$ cat config.mk
export PLATFORM = sky130hd
export DESIGN_NAME = dma_chan_engine
export DESIGN_NICKNAME = d
export VERILOG_FILES = /design/src/rtl/dma_chan_pkg.sv /design/src/rtl/dma_cfg_check.sv /design/src/rtl/dma_iter_ctr.sv /design/src/rtl/dma_chan_engine.sv
export SDC_FILE = /design/constraint.sdc
export NUM_CORES = 1
export LEC_CHECK = 0
export ABC_CLOCK_PERIOD_IN_PS = 4850
export BUFFER_PORTS_ARGS = -buffer_cell sky130_fd_sc_hd__buf_2
export CAP_MARGIN = 30
export CORE_ASPECT_RATIO = 1.25
export CORE_MARGIN = 1
export CORE_UTILIZATION = 58
export CTS_BUF_LIST = sky130_fd_sc_hd__clkbuf_8
export CTS_CLUSTER_SIZE = 8
export DETAILED_ROUTE_END_ITERATION = 16
export PLACE_DENSITY = 0.79
export SLEW_MARGIN = 40
export SYNTH_ARGS = -nofsm -noshare
export SYNTH_HDL_FRONTEND = slang
export SYNTH_SLANG_ARGS = --single-unit
export TNS_END_PERCENT = 20
$ cat constraint.sdc
create_clock -name clk -period 4.85 [get_ports clk]
set_clock_uncertainty 0.15 [all_clocks]
set_input_delay 0.485 -clock clk [delete_from_list [all_inputs] [get_ports clk]]
set_output_delay 0.485 -clock clk [all_outputs]
set_load 0.01 [all_outputs]
$ cat src/rtl/dma_chan_pkg.sv
package dma_chan_pkg;
  localparam int WORD_W     = 32;
  localparam int DESC_WORDS = 8;
  localparam int WIDX_W     = $clog2(DESC_WORDS);
  localparam int CNT_W      = 15;
  localparam int BEAT_W     = 3;
  localparam int EB_W       = 6;

  typedef enum logic [2:0] {
    CFG_OK     = 3'd0,
    CFG_SIZE   = 3'd1,
    CFG_SZMIX  = 3'd2,
    CFG_NBYTES = 3'd3,
    CFG_ITER   = 3'd4,
    CFG_SALIGN = 3'd5,
    CFG_DALIGN = 3'd6
  } cfg_err_e;

  typedef enum logic [2:0] {
    ST_IDLE, ST_FETCH, ST_CHK, ST_RD, ST_WR
  } chan_st_e;

  function automatic logic size_ok(input logic [2:0] c);
    return (c == 3'd0) || (c == 3'd1) || (c == 3'd2) || (c == 3'd4) || (c == 3'd5);
  endfunction

  function automatic logic [EB_W-1:0] size_bytes(input logic [2:0] c);
    case (c)
      3'd1:    return 6'd2;
      3'd2:    return 6'd4;
      3'd4:    return 6'd16;
      3'd5:    return 6'd32;
      default: return 6'd1;
    endcase
  endfunction

  function automatic logic [CNT_W-1:0] iter_of(input logic [WORD_W-1:0] w);
    return w[31] ? {6'd0, w[24:16]} : w[30:16];
  endfunction

  function automatic logic [WORD_W-1:0] sext16(input logic [15:0] v);
    return {{16{v[15]}}, v};
  endfunction
endpackage

$ cat src/rtl/dma_cfg_check.sv
module dma_cfg_check
  import dma_chan_pkg::*;
(
  input  logic [WORD_W-1:0] src_w,
  input  logic [WORD_W-1:0] attr_w,
  input  logic [WORD_W-1:0] nbytes_w,
  input  logic [WORD_W-1:0] dst_w,
  input  logic [WORD_W-1:0] cur_w,
  input  logic [WORD_W-1:0] beg_w,
  output cfg_err_e          code
);
  logic [2:0]        ssz, dsz;
  logic [WORD_W-1:0] mask;

  assign ssz  = attr_w[26:24];
  assign dsz  = attr_w[18:16];
  assign mask = {{(WORD_W-EB_W){1'b0}}, size_bytes(ssz)} - 1'b1;

  always_comb begin
    if (!size_ok(ssz) || !size_ok(dsz))                     code = CFG_SIZE;
    else if (ssz != dsz)                                    code = CFG_SZMIX;
    else if (nbytes_w == '0 || (nbytes_w & mask) != '0)    code = CFG_NBYTES;
    else if (iter_of(cur_w) != iter_of(beg_w))              code = CFG_ITER;
    else if ((src_w & mask) != '0)                          code = CFG_SALIGN;
    else if ((dst_w & mask) != '0)                          code = CFG_DALIGN;
    else                                                    code = CFG_OK;
  end
endmodule

$ cat src/rtl/dma_iter_ctr.sv
module dma_iter_ctr #(
  parameter int W = 15
) (
  input  logic         clk,
  input  logic         rst_n,
  input  logic         load,
  input  logic [W-1:0] load_val,
  input  logic [W-1:0] begin_val,
  input  logic         step,
  output logic         major_end,
  output logic         half_hit
);
  logic [W-1:0] cnt;
  logic [W-1:0] nxt;

  assign nxt       = cnt - 1'b1;
  assign major_end = step && (cnt <= {{(W-1){1'b0}}, 1'b1});
  assign half_hit  = step && !major_end && (nxt == (begin_val >> 1));

  always_ff @(posedge clk or negedge rst_n) begin
    if (!rst_n)          cnt <= '0;
    else if (load)       cnt <= load_val;
    else if (major_end)  cnt <= begin_val;
    else if (step)       cnt <= nxt;
  end
endmodule

$ cat src/rtl/dma_chan_engine.sv
module dma_chan_engine
  import dma_chan_pkg::*;
(
  input  logic        clk,
  input  logic        rst_n,
  input  logic        desc_load,
  input  logic [31:0] desc_addr,
  input  logic        sw_start,
  input  logic        hw_req,
  input  logic        hreq_en_set,
  output logic        mem_req,
  output logic        mem_we,
  output logic [1:0]  mem_size,
  output logic [31:0] mem_addr,
  output logic [31:0] mem_wdata,
  input  logic [31:0] mem_rdata,
  input  logic        mem_ack,
  output logic        active,
  output logic        done,
  output logic        irq,
  output logic        err,
  output logic [2:0]  err_code,
  output logic        hreq_en
);
  chan_st_e          st;
  logic [WORD_W-1:0] dw [DESC_WORDS];
  logic [WIDX_W-1:0] widx;
  logic [WORD_W-1:0] fetch_ptr, saddr, daddr, left, rbuf;
  logic [BEAT_W-1:0] bidx;
  logic              loaded, done_q, irq_q, err_q, hreq_en_q;
  logic [2:0]        err_code_q;

  // decoded descriptor fields
  logic [EB_W-1:0]   ebytes;
  logic [3:0]        nbeats;
  logic [1:0]        bsize;
  logic [WORD_W-1:0] soff, doff, slast, dlast, nbytes;
  logic              ctl_esg, ctl_dreq, ctl_half, ctl_maj, ctl_start;

  assign ebytes    = size_bytes(dw[1][26:24]);
  assign nbeats    = (ebytes >= 6'd4) ? ebytes[5:2] : 4'd1;
  assign bsize     = (ebytes >= 6'd4) ? 2'd2 : ((ebytes == 6'd2) ? 2'd1 : 2'd0);
  assign soff      = sext16(dw[1][15:0]);
  assign doff      = sext16(dw[5][15:0]);
  assign nbytes    = dw[2];
  assign slast     = dw[3];
  assign dlast     = dw[6];
  assign ctl_esg   = dw[7][4];
  assign ctl_dreq  = dw[7][3];
  assign ctl_half  = dw[7][2];
  assign ctl_maj   = dw[7][1];
  assign ctl_start = dw[7][0];

  // named internal events
  logic     trig, elem_last, minor_last, minor_end, major_end, half_hit, chk_load;
  cfg_err_e cfg_code;

  assign trig       = sw_start || (hw_req && hreq_en_q);
  assign elem_last  = ({1'b0, bidx} == (nbeats - 4'd1));
  assign minor_last = elem_last && (left == {{(WORD_W-EB_W){1'b0}}, ebytes});
  assign minor_end  = (st == ST_WR) && mem_ack && minor_last;
  assign chk_load   = (st == ST_CHK) && (cfg_code == CFG_OK);

  dma_cfg_check u_chk (
    .src_w(dw[0]), .attr_w(dw[1]), .nbytes_w(dw[2]), .dst_w(dw[4]),
    .cur_w(dw[5]), .beg_w(dw[7]), .code(cfg_code)
  );

  dma_iter_ctr #(.W(CNT_W)) u_iter (
    .clk(clk), .rst_n(rst_n), .load(chk_load),
    .load_val(iter_of(dw[5])), .begin_val(iter_of(dw[7])),
    .step(minor_end), .major_end(major_end), .half_hit(half_hit)
  );

  // memory port
  logic [WORD_W-1:0] beat_off;
  assign beat_off  = {{(WORD_W-BEAT_W-2){1'b0}}, bidx, 2'b00};
  assign mem_req   = (st == ST_FETCH) || (st == ST_RD) || (st == ST_WR);
  assign mem_we    = (st == ST_WR);
  assign mem_size  = (st == ST_FETCH) ? 2'd2 : bsize;
  assign mem_wdata = rbuf;
  always_comb begin
    case (st)
      ST_FETCH: mem_addr = fetch_ptr + {{(WORD_W-WIDX_W-2){1'b0}}, widx, 2'b00};
      ST_RD:    mem_addr = saddr + beat_off;
      ST_WR:    mem_addr = daddr + beat_off;
      default:  mem_addr = '0;
    endcase
  end

  always_ff @(posedge clk or negedge rst_n) begin
    if (!rst_n) begin
      st <= ST_IDLE; widx <= '0; fetch_ptr <= '0; saddr <= '0; daddr <= '0;
      left <= '0; rbuf <= '0; bidx <= '0; loaded <= 1'b0; done_q <= 1'b0;
      err_code_q <= '0;
      for (int i = 0; i < DESC_WORDS; i++) dw[i] <= '0;
    end else begin
      case (st)
        ST_IDLE: begin
          if (desc_load) begin
            fetch_ptr <= desc_addr; widx <= '0; loaded <= 1'b0;
            done_q <= 1'b0; st <= ST_FETCH;
          end else if (trig && loaded) begin
            done_q <= 1'b0; left <= nbytes; bidx <= '0; st <= ST_RD;
          end
        end
        ST_FETCH: if (mem_ack) begin
          dw[widx] <= mem_rdata;
          if (widx == WIDX_W'(DESC_WORDS - 1)) st <= ST_CHK;
          else widx <= widx + 1'b1;
        end
        ST_CHK: begin
          if (cfg_code != CFG_OK) begin
            err_code_q <= cfg_code; loaded <= 1'b0; st <= ST_IDLE;
          end else begin
            loaded <= 1'b1; saddr <= dw[0]; daddr <= dw[4];
            if (ctl_start) begin
              done_q <= 1'b0; left <= nbytes; bidx <= '0; st <= ST_RD;
            end else st <= ST_IDLE;
          end
        end
        ST_RD: if (mem_ack) begin
          rbuf <= mem_rdata; st <= ST_WR;
        end
        ST_WR: if (mem_ack) begin
          if (!elem_last) begin
            bidx <= bidx + 1'b1; st <= ST_RD;
          end else begin
            bidx <= '0;
            left <= left - {{(WORD_W-EB_W){1'b0}}, ebytes};
            if (!minor_last) begin
              saddr <= saddr + soff; daddr <= daddr + doff; st <= ST_RD;
            end else if (major_end) begin
              done_q <= 1'b1;
              saddr  <= saddr + soff + slast;
              if (ctl_esg) begin
                fetch_ptr <= dlast; widx <= '0; loaded <= 1'b0; st <= ST_FETCH;
              end else begin
                daddr <= daddr + doff + dlast; st <= ST_IDLE;
              end
            end else begin
              saddr <= saddr + soff; daddr <= daddr + doff; st <= ST_IDLE;
            end
          end
        end
        default: st <= ST_IDLE;
      endcase
    end
  end

  // pulses and request enable
  always_ff @(posedge clk or negedge rst_n) begin
    if (!rst_n) begin
      irq_q <= 1'b0; err_q <= 1'b0; hreq_en_q <= 1'b0;
    end else begin
      irq_q <= (major_end && ctl_maj) || (half_hit && ctl_half);
      err_q <= (st == ST_CHK) && (cfg_code != CFG_OK);
      if (major_end && ctl_dreq) hreq_en_q <= 1'b0;
      else if (hreq_en_set)      hreq_en_q <= 1'b1;
    end
  end

  assign active   = (st == ST_RD) || (st == ST_WR);
  assign done     = done_q;
  assign irq      = irq_q;
  assign err      = err_q;
  assign err_code = err_code_q;
  assign hreq_en  = hreq_en_q;
endmodule

==> results.txt <==
Hold Path Class - primary input to register
Worst-path clk slew - 60 ps
GRT Total Usage - 0.377
Critical Path Source Type - register
Slew Viols, Final - 0
CP Buf/Inv Count - 4
register area share after synthesis - 0.387
WS Path Type - register to register
reg2reg path depth - 23
worst skew pair latency - 680 ps
row cnt - 89
slew margin rel. - 0.440
Syn Inst Count - 2936
CORE AREA - 47100 sq um
Reg2Reg Setup Slack - -80 ps
Post-Place Cells - 3793
number of global-route vias before repair - 24700
crit-path max FO - 5
count of cell types in the netlist - 79
RSZ-0062 raised after global routing - yes
Crit. End Element - register
top cells by area, synth - dfrtp_1 39%, mux2_2 11%, ha_1 6.5%
mapped cell area - 27600 sq um
die width - 197 microns
synth warn - 0
Max Root-Sink Buffers - 3
Area after DPL - 30300 sq um
Worst Hold Path EP - dw[31]
Die Area - 48500 sq um
Largest stage delay, worst path - 510 ps
GRT Residual Overflow - 0
post-synth net total - 3157
Final nets - 3521
worst reg2reg path startpoint - saddr[1]
post-detail-place hpwl - 65600 microns
final hold vios - 0
CP Cell Sequence - buf_6 -> fa_2 -> a21o_1 -> a21oi_2 -> o21ai_2 -> a41oi_2 -> buf_4 -> o211ai_1 -> o21ai_1 -> xnor2_2 -> ha_1 -> buf_6 -> nand2_2 -> or4_1 -> o31ai_2 -> buf_4 -> o2111ai_2 -> nand2_2 -> a31oi_4 -> a21oi_2 -> mux2i_1 -> mux2i_1 -> nand3_1
htree depth - 3
number of remaining DRC errors - 0
port bufs - 146
Finish-stage setup viols - 6
drt wl/cell - 23.0 microns
Synth top area share - 0.387
final setup margin - -81.1 ps
Synth async-reset ratio - 1.00
initial antenna violation count - 2
family with the most delay on the worst path - compound AO/OA/AOI/OAI gates
Initial DRC Count - 1780
slowest cell on the critical path - or4_1
maximum VDD drop - 0.532 mV
filler cell count - 3658
CTS tree - yes
routed vias/inst - 6.33
syn avg cell area - 9.40 sq um
total power - 22.9 mW
failing checks - setup timing
total of max-cap violations - 0
leakage power total - 15.4 nW
root buf cell - clkbuf_8
Initial Util - 0.586
R2R Path End - saddr[31]
DR pass1 iterations - 6
shortest period the worst path allows - 4930 ps
period utilisation layout - 1.02
pin count of the biggest net entering global routing - 147
I/O pins - 147
first-pass GRT wire length - 140000 microns
post-route cell area - 32800 sq um
CP arrival - 5340 ps
status - finished, violations left
Num CTS Buffers - 74
vias post-DR - 25200
fraction of layout cells with a size suffix above 1 - 0.263
dominant cell type by area after synthesis - dfrtp_1
hold path startpoint - mem_rdata[31]
Seq cells post-synth - 427
P&R area growth vs syn - 18.9%
dominant synthesized flop cell - dfrtp_1
Hold Path Cell Cnt - 3
GPL Wtd Cong - 0.984
WP data required - 5260 ps
PD cells - 699 nW/um^2
Total Wirelength - 91600 microns
clock sinks - 427
Post-synth EDFFs - 0
Least-Margin Pin Slew - 840 ps
Routed Antenna Nets - 0
f_max - 203 MHz
fin cells - 3988
die span in y - 246 microns
area by class of cell:
| type | count | area, sq um | area share |
|---|---|---|---|
| multi-input combinational | 2332 | 16700 | 0.509 |
| tap | 637 | 797 | 0.0243 |
| clock buffer | 91 | 1250 | 0.0382 |
| clock inverter | 34 | 196 | 0.00599 |
| antenna | 2 | 5.00 | 0.000152 |
| sequential | 427 | 10700 | 0.326 |
| inverter | 47 | 181 | 0.00553 |
| timing repair buffer | 418 | 2990 | 0.0912 |
cell families after synthesis:
group,share of synthesized area
buffers and inverters,0.0255
adder cells (fa/ha/maj),0.0699
XOR/XNOR,0.0692
multiplexers,0.118
AO/OA/AOI/OAI,0.184
AND/OR/NAND/NOR,0.146
flip-flops,0.387
cell usage in the layout (no fill, tap or decap), types with 34 or more instances in the layout:
cell           count
ha_1             136
a22oi_1           49
nor2_1           239
clkbuf_8          91
mux2_2           275
inv_1             70
a31oi_1           82
dlygate4sd3_1     34
nand2_1          324
dfrtp_1          427
nor3_1            39
buf_4            222
buf_2            146
nand3_1           50
a21o_1            74
a21oi_1          177
xnor2_1          132
xor2_1            80
o21ai_0          167
worst max-delay path by stage:
| stage | slack, ps | depth (start not counted) | startpoint | endpoint |
|---|---|---|---|---|
| finish | -80 | 23 | saddr[1] | saddr[31] |
| global placement | -180 | 22 | daddr[0] | daddr[29] |
| global route | -240 | 23 | saddr[1] | saddr[31] |
| CTS | -50 | 14 | st[1] | mem_addr[18] |
| detailed placement | -250 | 22 | doff[0] | daddr[29] |
| floorplan | -10 | 22 | saddr[0] | saddr[30] |
state kept, by name, indices dropped and copies added, names as in the netlist, 15 cells and up:
signal,cells
daddr,32
dlast,32
doff,16
dw,118
fetch_ptr,32
left,32
mem_wdata,32
nbytes,32
saddr,32
slast,32
u_iter.cnt,15
metrics by stage:
step	setup TNS, ps	hold slack (ps)	worst slack (ps)	utilization
floorplan	-13.8	39.4	-13.8	-
global placement	-620	315	-175	0.643
detailed placement	-1230	317	-250	0.643
CTS	-70.1	22.3	-51.4	0.684
global route	-2040	70.3	-236	0.697
finish	-212	40.9	-81.1	0.697
Yosys cell counts (24+ instances only):
master,number
a21o_1,74
a21oi_1,197
a22oi_1,50
a31oi_1,86
clkbuf_1,92
dfrtp_1,427
ha_1,143
inv_1,47
mux2_2,275
nand2_1,328
nand3_1,51
nor2_1,242
nor2b_1,28
nor3_1,43
nor4_1,31
o211ai_1,28
o21ai_0,185
o22ai_1,24
xnor2_1,137
xor2_1,81
timing repair:
action,CTS,global route
resized for setup,28,91
setup endpoints to repair,22,36
hold endpoints to repair,110,0
gates cloned,0,0
pin swaps,20,76
setup buffers,10,24
hold buffers,34,0
per-layer routing:
metal	routed length (microns)	track usage
met5	14	0
met4	5900	0.227
met3	5570	0.0572
met2	43900	0.624
met1	36300	0.464
report_power, final:
group / total (mW) / switching (mW) / internal [mW]
Sequential: 6.01 / 1.16 / 4.85
Combinational: 13.6 / 7.58 / 6.02
Clock: 3.32 / 1.54 / 1.79
Total: 22.9 / 10.3 / 12.7
worst register-to-register path, cell delays in order, from the launching register on:
cell,delay (ps)
dfrtp_1,410
buf_6,140
fa_2,390
a21o_1,200
a21oi_2,190
o21ai_2,110
a41oi_2,220
buf_4,140
o211ai_1,80
o21ai_1,160
xnor2_2,110
ha_1,320
buf_6,120
nand2_2,70
or4_1,510
o31ai_2,250
buf_4,170
o2111ai_2,130
nand2_2,160
a31oi_4,110
a21oi_2,160
mux2i_1,230
mux2i_1,210
nand3_1,80
(Power assumes the default switching activity.)
